==> src/rtl/fc_pkg.sv <==
package fc_pkg;

  typedef enum logic [1:0] {
    ST_ARM    = 2'd0,
    ST_HUNT   = 2'd1,
    ST_CAPT   = 2'd2,
    ST_RETRIG = 2'd3
  } fc_state_e;

endpackage

==> src/rtl/fc_sync_edge.sv <==
module fc_sync_edge (
  input  logic clk_i,
  input  logic rst_ni,
  input  logic hsync_i,
  input  logic vsync_i,
  input  logic sel_vsync_i,
  input  logic fall_i,
  output logic trig_o
);

  logic hs_q, vs_q;
  logic cur, prv;

  always_ff @(posedge clk_i or negedge rst_ni) begin
    if (!rst_ni) begin
      hs_q <= 1'b0;
      vs_q <= 1'b0;
    end else begin
      hs_q <= hsync_i;
      vs_q <= vsync_i;
    end
  end

  assign cur    = sel_vsync_i ? vsync_i : hsync_i;
  assign prv    = sel_vsync_i ? vs_q : hs_q;
  assign trig_o = fall_i ? (prv & ~cur) : (cur & ~prv);

endmodule

==> src/rtl/fc_marker_cmp.sv <==
module fc_marker_cmp #(
  parameter int unsigned DATA_W = 16
) (
  input  logic [DATA_W-1:0] sample_i,
  input  logic [DATA_W-1:0] marker_i,
  input  logic [DATA_W-1:0] mask_i,
  input  logic              inv_ok_i,
  output logic              hit_o
);

  logic [DATA_W-1:0] eq_plain, eq_inv;

  for (genvar b = 0; b < DATA_W; b++) begin : g_bit
    assign eq_plain[b] = ~mask_i[b] | (sample_i[b] == marker_i[b]);
    assign eq_inv[b]   = ~mask_i[b] | (sample_i[b] != marker_i[b]);
  end

  assign hit_o = (&eq_plain) | (inv_ok_i & (&eq_inv));

endmodule

==> src/rtl/fc_counter.sv <==
module fc_counter #(
  parameter int unsigned W = 16
) (
  input  logic         clk_i,
  input  logic         rst_ni,
  input  logic         clr_i,
  input  logic         inc_i,
  output logic [W-1:0] cnt_o
);

  always_ff @(posedge clk_i or negedge rst_ni) begin
    if (!rst_ni)    cnt_o <= '0;
    else if (clr_i) cnt_o <= '0;
    else if (inc_i) cnt_o <= cnt_o + W'(1);
  end

endmodule

==> src/rtl/fc_frame_capture.sv <==
module fc_frame_capture
  import fc_pkg::*;
#(
  parameter int unsigned DATA_W = 16,
  parameter int unsigned CNT_W  = 16
) (
  input  logic              clk_i,
  input  logic              rst_ni,
  input  logic [DATA_W-1:0] sample_i,
  input  logic              sample_valid_i,
  input  logic              hsync_i,
  input  logic              vsync_i,
  input  logic              cfg_trig_vsync_i,
  input  logic              cfg_trig_fall_i,
  input  logic              cfg_trig_first_only_i,
  input  logic [CNT_W-1:0]  cfg_frame_len_i,
  input  logic [CNT_W-1:0]  cfg_group_len_i,
  input  logic [CNT_W-1:0]  cfg_wait_lim_i,
  input  logic [DATA_W-1:0] cfg_marker_i,
  input  logic [DATA_W-1:0] cfg_mask_i,
  input  logic              cfg_inv_ok_i,
  input  logic              cfg_first_plain_i,
  output logic [DATA_W-1:0] out_data_o,
  output logic              out_valid_o,
  output logic              out_sop_o,
  output logic              out_eop_o
);

  localparam logic [CNT_W-1:0] CNT_ONE = CNT_W'(1);

  fc_state_e state_q, state_d;

  // shadow configuration, loaded only while idle
  logic              trig_vsync_q, trig_fall_q, first_only_q, inv_ok_q, first_plain_q;
  logic [CNT_W-1:0]  frame_len_q, group_len_q, wait_lim_q;
  logic [DATA_W-1:0] marker_q, mask_q;

  logic              eff_vsync, eff_fall;
  logic              trig, hit, inv_allow;
  logic              take, frame_last, group_last, timeout;
  logic              samp_clr, frame_clr, wait_clr, wait_inc;
  logic              first_q;
  logic [CNT_W-1:0]  samp_cnt, frame_cnt, wait_cnt, group_last_idx;

  always_ff @(posedge clk_i or negedge rst_ni) begin
    if (!rst_ni) begin
      trig_vsync_q  <= 1'b0;
      trig_fall_q   <= 1'b0;
      first_only_q  <= 1'b0;
      inv_ok_q      <= 1'b0;
      first_plain_q <= 1'b0;
      frame_len_q   <= '0;
      group_len_q   <= '0;
      wait_lim_q    <= '0;
      marker_q      <= '0;
      mask_q        <= '0;
    end else if (state_q == ST_ARM) begin
      trig_vsync_q  <= cfg_trig_vsync_i;
      trig_fall_q   <= cfg_trig_fall_i;
      first_only_q  <= cfg_trig_first_only_i;
      inv_ok_q      <= cfg_inv_ok_i;
      first_plain_q <= cfg_first_plain_i;
      frame_len_q   <= cfg_frame_len_i;
      group_len_q   <= cfg_group_len_i;
      wait_lim_q    <= cfg_wait_lim_i;
      marker_q      <= cfg_marker_i;
      mask_q        <= cfg_mask_i;
    end
  end

  // idle uses live settings; between frames uses the shadow copy
  assign eff_vsync = (state_q == ST_ARM) ? cfg_trig_vsync_i : trig_vsync_q;
  assign eff_fall  = (state_q == ST_ARM) ? cfg_trig_fall_i  : trig_fall_q;

  fc_sync_edge u_edge (
    .clk_i       (clk_i),
    .rst_ni      (rst_ni),
    .hsync_i     (hsync_i),
    .vsync_i     (vsync_i),
    .sel_vsync_i (eff_vsync),
    .fall_i      (eff_fall),
    .trig_o      (trig)
  );

  assign inv_allow = inv_ok_q & ~(first_q & first_plain_q & (group_len_q != '0));

  fc_marker_cmp #(.DATA_W(DATA_W)) u_cmp (
    .sample_i (sample_i),
    .marker_i (marker_q),
    .mask_i   (mask_q),
    .inv_ok_i (inv_allow),
    .hit_o    (hit)
  );

  assign group_last_idx = (group_len_q == '0) ? '0 : group_len_q - CNT_ONE;

  assign take       = sample_valid_i & ((state_q == ST_CAPT) | ((state_q == ST_HUNT) & hit));
  assign frame_last = take & (samp_cnt == frame_len_q - CNT_ONE);
  assign group_last = (frame_cnt == group_last_idx);
  assign timeout    = (state_q == ST_HUNT) & sample_valid_i & ~hit &
                      (wait_lim_q != '0) & (wait_cnt == wait_lim_q - CNT_ONE);

  assign samp_clr  = (state_q == ST_ARM) | frame_last;
  assign frame_clr = (state_q == ST_ARM);
  assign wait_clr  = (state_q != ST_HUNT) | take;
  assign wait_inc  = (state_q == ST_HUNT) & sample_valid_i & ~hit;

  fc_counter #(.W(CNT_W)) u_samp_cnt (
    .clk_i  (clk_i),
    .rst_ni (rst_ni),
    .clr_i  (samp_clr),
    .inc_i  (take),
    .cnt_o  (samp_cnt)
  );

  fc_counter #(.W(CNT_W)) u_frame_cnt (
    .clk_i  (clk_i),
    .rst_ni (rst_ni),
    .clr_i  (frame_clr),
    .inc_i  (frame_last),
    .cnt_o  (frame_cnt)
  );

  fc_counter #(.W(CNT_W)) u_wait_cnt (
    .clk_i  (clk_i),
    .rst_ni (rst_ni),
    .clr_i  (wait_clr),
    .inc_i  (wait_inc),
    .cnt_o  (wait_cnt)
  );

  always_comb begin
    fc_state_e after_frame;
    after_frame = group_last ? ST_ARM : (first_only_q ? ST_HUNT : ST_RETRIG);
    state_d     = state_q;
    unique case (state_q)
      ST_ARM:    if (trig) state_d = ST_HUNT;
      ST_HUNT: begin
        if (frame_last)   state_d = after_frame;
        else if (take)    state_d = ST_CAPT;
        else if (timeout) state_d = ST_ARM;
      end
      ST_CAPT:   if (frame_last) state_d = after_frame;
      ST_RETRIG: if (trig) state_d = ST_HUNT;
      default:   state_d = ST_ARM;
    endcase
  end

  always_ff @(posedge clk_i or negedge rst_ni) begin
    if (!rst_ni) begin
      state_q <= ST_ARM;
      first_q <= 1'b0;
    end else begin
      state_q <= state_d;
      if (state_q == ST_ARM) first_q <= 1'b1;
      else if (frame_last)   first_q <= 1'b0;
    end
  end

  always_ff @(posedge clk_i or negedge rst_ni) begin
    if (!rst_ni) begin
      out_data_o  <= '0;
      out_valid_o <= 1'b0;
      out_sop_o   <= 1'b0;
      out_eop_o   <= 1'b0;
    end else begin
      out_valid_o <= take;
      out_sop_o   <= take & first_q & (samp_cnt == '0);
      out_eop_o   <= frame_last & group_last;
      if (take) out_data_o <= sample_i;
    end
  end

endmodule

==> config.mk <==
export PLATFORM = sky130hd
export DESIGN_NAME = fc_frame_capture
export DESIGN_NICKNAME = d
export VERILOG_FILES = /design/src/rtl/fc_pkg.sv /design/src/rtl/fc_sync_edge.sv /design/src/rtl/fc_marker_cmp.sv /design/src/rtl/fc_counter.sv /design/src/rtl/fc_frame_capture.sv
export SDC_FILE = /design/constraint.sdc
export NUM_CORES = 1
export LEC_CHECK = 0
export BUFFER_PORTS_ARGS = -buffer_cell sky130_fd_sc_hd__buf_2
export CORE_ASPECT_RATIO = 0.5
export CORE_MARGIN = 2
export CORE_UTILIZATION = 58
export DETAILED_ROUTE_END_ITERATION = 7
export MAX_ROUTING_LAYER = met4
export PLACE_DENSITY = 0.8
export SLEW_MARGIN = 0
export SYNTH_ARGS = -nofsm -noshare
export SYNTH_HDL_FRONTEND = slang
export SYNTH_SLANG_ARGS = --single-unit
==> constraint.sdc <==
create_clock -name clk_i -period 4.15 [get_ports clk_i]
set_input_delay 0.415 -clock clk_i [delete_from_list [all_inputs] [get_ports clk_i]]
set_output_delay 0.415 -clock clk_i [all_outputs]
set_load 0.1 [all_outputs]
Yosys cells after proc, flatten, opt, wreduce, memory -nomap -nowiden. Cells that the tools add are included.

Input bits: 106. Logic and storage cells: 175. Bits in registers: 157.

Reductions and logical operators: 12. Bitwise logic cells: 72. Add/sub/neg operators: 6. Muxes and demuxes: 22. Equality and inequality tests: 42.

Operators with widths (number): 16-bit two-way mux (7); 16-bit by 1-bit adder with 16-bit output, second input constant (3); 16-bit == test (3); 16-bit by 1-bit subtractor with 16-bit output, second input constant (3); 1-bit OR (36); 16-bit logical NOT (2); 16-bit AND reduction (2); 16-bit nonzero test (2); 1-bit NOT (20); 1-bit bitwise AND (16); 1-bit == test (16); 1-bit inequality test (16); 2-bit two-way mux (7); 1-bit two-way mux (7); 2-bit one-hot mux with 3 select lines (1); 2-bit nonzero test (3); 2-bit == test, second input constant (2); 2-bit by 1-bit inequality test with 1-bit output, second input constant (2); 4-bit inequality test, second input constant (1); 3-bit AND reduction (1); 2-bit by 1-bit == test with 1-bit output, second input constant (1); 2-bit logical NOT (1); 2-bit inequality test, second input constant (1); 2-bit OR reduction (1).

Depth between registers and ports, before layout.
Word-level depth: 14. Gate-level depth with buffers: 12. Gate-level depth less buffers: 11.

Hierarchy. A second synthesis with hierarchy kept.

Cell total of the unflattened synthesis: 930. Area total of the unflattened synthesis: 9235.1 um^2.

By module, submodules not included: fc_frame_capture (times used 1, area an instance 6158.4 um^2, cells an instance 616, seq. area each 2677.6 um^2); fc_counter (times used 3, area an instance 872.1 um^2, cells an instance 82, seq. area each 400.4 um^2); fc_marker_cmp (times used 1, area an instance 369.1 um^2, cells an instance 59, seq. area each 0.0 um^2); fc_sync_edge (times used 1, area an instance 91.3 um^2, cells an instance 9, seq. area each 50.0 um^2).

Least setup slack after synthesis. Ideal clock, no wire load.

Path kind: flip-flop to flip-flop. Start point: register wait_lim_q[0]. End point: register state_q[0]. Required time: 4024 ps. Period minus slack after synthesis: 3310 ps. Data arrival time: 3184 ps. Slack: 840 ps. Stages on the path, launching flop included: 13. Cell sequence: dfrtp_1 clkbuf_1 inv_1 ha_1 clkbuf_1 xor2_1 a2111o_1 and3_1 or4_1 a2111oi_0 a21boi_0 a21o_1 o32a_1.

Longest elaborated chain between the ends: 5. Elaborated cells between the ends (all ways): 7. Classes of those cells: 1 x add/sub; 2 x eq/ne; 2 x bitwise; 2 x reduce/logical.

Ends and longest elaborated chain: from (decl) (RTL line fc_frame_capture.sv:35) `logic [CNT_W-1:0] frame_len_q, group_len_q, wait_lim_q;`; from (signal assigned) (RTL line fc_frame_capture.sv:65) `wait_lim_q <= cfg_wait_lim_i;`; 16-bit by 1-bit subtractor with 16-bit output / 16-bit nonzero test (equally long branches) (RTL line fc_frame_capture.sv:101) `(wait_lim_q != '0) & (wait_cnt == wait_lim_q - CNT_ONE);`; 16-bit == test / 1-bit bitwise AND (equally long branches) (RTL line fc_frame_capture.sv:101, fc_frame_capture.sv:100); 1-bit bitwise AND * (RTL line fc_frame_capture.sv:101); 4-bit inequality test (no source line) *; 3-bit AND reduction (no source line) *; to (signal assigned) (RTL line fc_frame_capture.sv:154) `state_q <= state_d;`; to (decl) (RTL line fc_frame_capture.sv:31) `fc_state_e state_q, state_d;`.

Every way passes the cells marked *; elsewhere a longest branch is shown, timed or not. A chain may end at the register's enable or synchronous reset.

Worst setup path after layout.
Start point: register frame_len_q[0]. End point: register u_frame_cnt.cnt_o[4].

Longest elaborated chain between the ends: 4.

Ends and longest elaborated chain: from (decl) (RTL line fc_frame_capture.sv:35); from (signal assigned) (RTL line fc_frame_capture.sv:63) `frame_len_q <= cfg_frame_len_i;`; 16-bit by 1-bit subtractor with 16-bit output (RTL line fc_frame_capture.sv:98) `assign frame_last = take & (samp_cnt == frame_len_q - CNT_ONE);`; 16-bit == test (RTL line fc_frame_capture.sv:98); 1-bit bitwise AND (RTL line fc_frame_capture.sv:98); 2-bit nonzero test (no source line); to (signal assigned) (RTL line fc_counter.sv:14) `else if (inc_i) cnt_o <= cnt_o + W'(1);`; to (decl) (RTL line fc_counter.sv:8) `output logic [W-1:0] cnt_o`.

No other way between the ends.

==> results.txt <==
The flow ran to the end, and the final reports show no timing, DRC or antenna violations. The reported leakage power came out at around 0.0046 µW. In this run the worst hold path is classified as primary input to flop.

Per report_power, the sequential group accounts for 34.1% of the total. The transition time at the pin with the least slew margin is between 1 and 1.5 ns. Once detailed placement completed, the half-perimeter wirelength came to roughly 15000 µm.

The final critical-path setup slack came out at roughly 0.32 ns. In this run the number of H-tree levels came out at 4. After synthesis, the largest family of logic cells by area is simple AND/OR/NAND/NOR gates. The count of endpoints failing hold in the final timing report is 0. The portion of total power attributed to combinational logic is between 40% and 50%. The maximum clock skew at final layout came out at roughly 0.013 ns. The total global-route track usage is 27.2%. At the end of routability-driven placement, the weighted congestion stood at between 0.8 and 0.9. The adder-cell share of the synthesized area is approximately 1.6%. The maximum number of pins on one net before global-route repair came out at approximately 110. Before CTS, the worst setup slack after placement is around 0.36 ns.

Setup repair after global routing left no endpoint under its margin. The post-synthesis net count is approximately 1000. For this run, design rule violations remaining after detail routing come to 0.

The average size of a mapped cell came out at ~9.8 µm². The maximum vdd drop is about 0.66 mV. The clock input transition at the sequential cells of the worst setup and hold paths is ~0.07 ns. Per report_power, the clock group accounts for between 20% and 30% of the total. In this run, synthesis produced a sequential element count of approximately 160. The overall die area came out at about 17000 µm².

The root buffer cell chosen for the clock tree is sky130_fd_sc_hd__clkbuf_16. The total power divided by cell area came out at between 700 and 800 nW/µm². The achievable clock frequency is approximately 260 MHz. Along the worst path, the maximum fanout reaches 14. During I/O placement, the number of pins put on the boundary was ~130.

The internal power of the cells totals 4380 µW. The switching power total is approximately 3400 µW. The worst min-delay path endpoint is u_edge.vs_q. The arrival time of the worst setup path came out at about 4.1 ns. The area share of and/or/nand/nor cells after synthesis is between 20% and 30%. The startpoint identified for the worst register-to-register timing path is frame_len_q[0]. The post-cts repair resize count came out at 0. The dominant synthesized flop cell is sky130_fd_sc_hd__dfrtp_1.

The core region is between 15000 and 20000 µm². The worst path needs ~3.8 ns of the cycle, external delays included. The post-route clock period utilization is around 92%.

The logic depth of the worst register-to-register path came out at 10. The warning count from the yosys run came out at 0. The worst register-to-register path has a setup slack of 0.32 ns. The final total negative setup slack is 0 ns. The share of the synthesized area in the top cell type is 43.0%. The maximum buffer depth of the clock tree came out at 2.

The site row count is 32. The number of flops mapped to enable cells by yosys came out at 0. The worst hold path begins at vsync_i. Cells with a size suffix above 1 make up about 24% of the layout. Of the total power, the share spent switching nets is ~44%. The worst hold path depth is 1. The critical path capture point type is a flop. The endpoint identified for the worst register-to-register timing path is u_frame_cnt.cnt_o[4]. The count of pins over their slew limit is 0. By count the netlist is led by 157 x sky130_fd_sc_hd__dfrtp_1, 76 x sky130_fd_sc_hd__mux2_2, 65 x sky130_fd_sc_hd__nand2_1. The hold buffer count at cts came out at 0. The sequential cells in the finished layout cover a total of about 3900 µm².

The CTS tree is built. STA puts the critical path data required time at 4.46 ns. The number of antenna violations at the first check in global routing is 0.

The number of setup violations in the final report came out at 0. The most used standard cell by instance count after synthesis is sky130_fd_sc_hd__dfrtp_1. The proportion of register bits with asynchronous set or reset after synthesis came out at 100%. The area used by multi-input combinational logic is a little under 5000 µm². Summed over all instances, the cell type with the most area after synthesis is sky130_fd_sc_hd__dfrtp_1. The area growth from synthesis to final layout is 15.6%. The later-pin clock latency in the skew report is 0.43 ns.

The post-CTS repair timing setup buffer count is 0. The remaining antenna violation count after routing came out at 0. The first global-routing pass estimated between 30000 and 40000 µm of wire. The sum of overflow across all layers after global routing came out at 0. The compound-gate portion of the synthesized area is 12.0%. The number of nets at the end of the flow is ~1100. Ranked by total cell area, the synthesized netlist is headed by sky130_fd_sc_hd__dfrtp_1 43%, sky130_fd_sc_hd__mux2_2 9.4%, sky130_fd_sc_hd__xnor2_1 4.2%, sky130_fd_sc_hd__xor2_1 3.6%, sky130_fd_sc_hd__o21ai_0 3.0%. The netlist uses 74 different library cells. The routed wire length per instance is between 15 and 20 µm.

The remaining max-slew budget at the tightest pin came out at ~30%. Counting every instance in the synthesized netlist gives 927. The via count of the first global-routing pass is approximately 7300. The number of iterations in the first detailed-routing pass came out at 5. The number of buffers created by CTS came out at 17. The worst setup path is launched from a flop.

The number of vias per cell after detailed routing is 5.99. The sum of routed wire length over all layers came out at about 22000 µm. The number of vias after detailed routing is between 7000 and 8000. The count of port buffers added during placement came out at roughly 120.

The number of DRC violations after detailed-routing iteration 0 is ~620. The max capacitance violation total is 0. The repair_antennas step left the layout with diodes totalling 0.

The share of the yosys chip area belonging to registers came out at about 43%. The CTS sink count is approximately 160. The final-layout fill cell count came out at 1205. Of the total synthesized cell area, the portion taken by XOR and XNOR cells is roughly 8%. The synthesized netlist occupies a cell area of around 9100 µm². The worst setup path is of the flop to flop kind.

The post-synthesis mux area share came out at between 10% and 20%. The die span in x is 181 µm. The initial utilization of the core area, before any placement, comes to 59.4%. The height of the die is 92.7 µm.
power by group through the flow:
stage	Sequential (µW)	Combinational, µW	Clock, µW
3_3_place_gp	2620	3270	0
2_1_floorplan	2950	2300	0
4_1_cts	2640	3410	1730
5_1_grt	2740	3720	1800
3_5_place_dp	2660	3370	0
6_report	2650	3410	1700
critical path: stages (launching register included):
cell and delay, ns:
sky130_fd_sc_hd__dfrtp_1 0.41, sky130_fd_sc_hd__inv_1 0.08, sky130_fd_sc_hd__ha_1 0.27, sky130_fd_sc_hd__or4b_1 0.60, sky130_fd_sc_hd__or3_1 0.39, sky130_fd_sc_hd__a2111oi_0 0.40, sky130_fd_sc_hd__nor4b_2 0.29, sky130_fd_sc_hd__and4_4 0.38
sky130_fd_sc_hd__and2_1 0.39, sky130_fd_sc_hd__nand4_1 0.16, sky130_fd_sc_hd__mux2_1 0.34
worst max path at each step:
stage	slack [ns]	cells past startpoint	from	to
finish	0.32	10	frame_len_q[0]	u_frame_cnt.cnt_o[4]
global route	0.1	11	group_len_q[0]	u_frame_cnt.cnt_o[11]
CTS	0.35	10	frame_len_q[0]	u_frame_cnt.cnt_o[11]
detailed placement	0.36	10	frame_len_q[0]	u_frame_cnt.cnt_o[11]
global placement	0.52	10	frame_len_q[0]	u_frame_cnt.cnt_o[7]
floorplan	0.84	12	wait_lim_q[0]	state_q[0]
state kept, by name (all words and copies together), names as in the netlist, 2 cells and up:
register,flops
group_len_q,16
marker_q,16
wait_lim_q,16
u_wait_cnt.cnt_o,16
out_data_o,16
mask_q,16
u_samp_cnt.cnt_o,16
frame_len_q,16
u_frame_cnt.cnt_o,16
state_q,2
cell usage in the layout, fill, tap and decap left out, types with 21 or more instances in the layout:
| cell | Yosys | final |
|---|---|---|
| sky130_fd_sc_hd__dfrtp_1 | 157 | 157 |
| sky130_fd_sc_hd__inv_1 | 38 | 38 |
| sky130_fd_sc_hd__nor4_1 | 21 | 21 |
| sky130_fd_sc_hd__buf_2 | 7 | 123 |
| sky130_fd_sc_hd__xor2_1 | 38 | 38 |
| sky130_fd_sc_hd__o21ai_0 | 55 | 55 |
| sky130_fd_sc_hd__and2_1 | 23 | 23 |
| sky130_fd_sc_hd__mux2_2 | 76 | 76 |
| sky130_fd_sc_hd__nand4_1 | 25 | 25 |
| sky130_fd_sc_hd__nand2_1 | 65 | 65 |
| sky130_fd_sc_hd__nor2_1 | 49 | 49 |
| sky130_fd_sc_hd__xnor2_1 | 44 | 44 |
| sky130_fd_sc_hd__nor3_1 | 22 | 22 |
logic make-up after synthesis:
kind of cell    count (synthesis)
mux                            91
fa+ha+maj                      12
buf+inv                        86
compound gates                165
xor+xnor                       83
simple gates                  333
flops                         157
metrics by stage:
step / util (%) / power, µW / hold WS, ns / instances / instance area (µm²)
6_report: 68.6 / 7770 / 0.119 / 1248 / 10500
2_1_floorplan: - / 5250 / 0.119 / 927 / 9130
3_5_place_dp: 64.4 / 6020 / 0.487 / 1216 / 9900
3_3_place_gp: 64.4 / 5880 / 0.482 / 1216 / 9900
4_1_cts: 68.6 / 7780 / 0.114 / 1248 / 10500
5_1_grt: 68.6 / 8260 / 0.112 / 1248 / 10500
per-layer routing:
| metal | track usage (%) | routed length [µm] | vias up |
|---|---|---|---|
| met4 | 6.10 | 239 | 0 |
| met5 | - | 0 | - |
| li1 | - | - | 3581 |
| met3 | 5.43 | 1160 | 28 |
| met2 | 41.7 | 9950 | 220 |
| met1 | 37.8 | 10300 | 3642 |
cell type report:
type	instances	area share (%)
clock buffer	17	4.03
clock inverter	15	2.09
multi-input combinational	684	46.3
tap	204	2.42
sequential	157	37.2
timing repair buffer	132	6.51
inverter	39	1.39
Note: power is estimated with default switching activity, not from simulation.
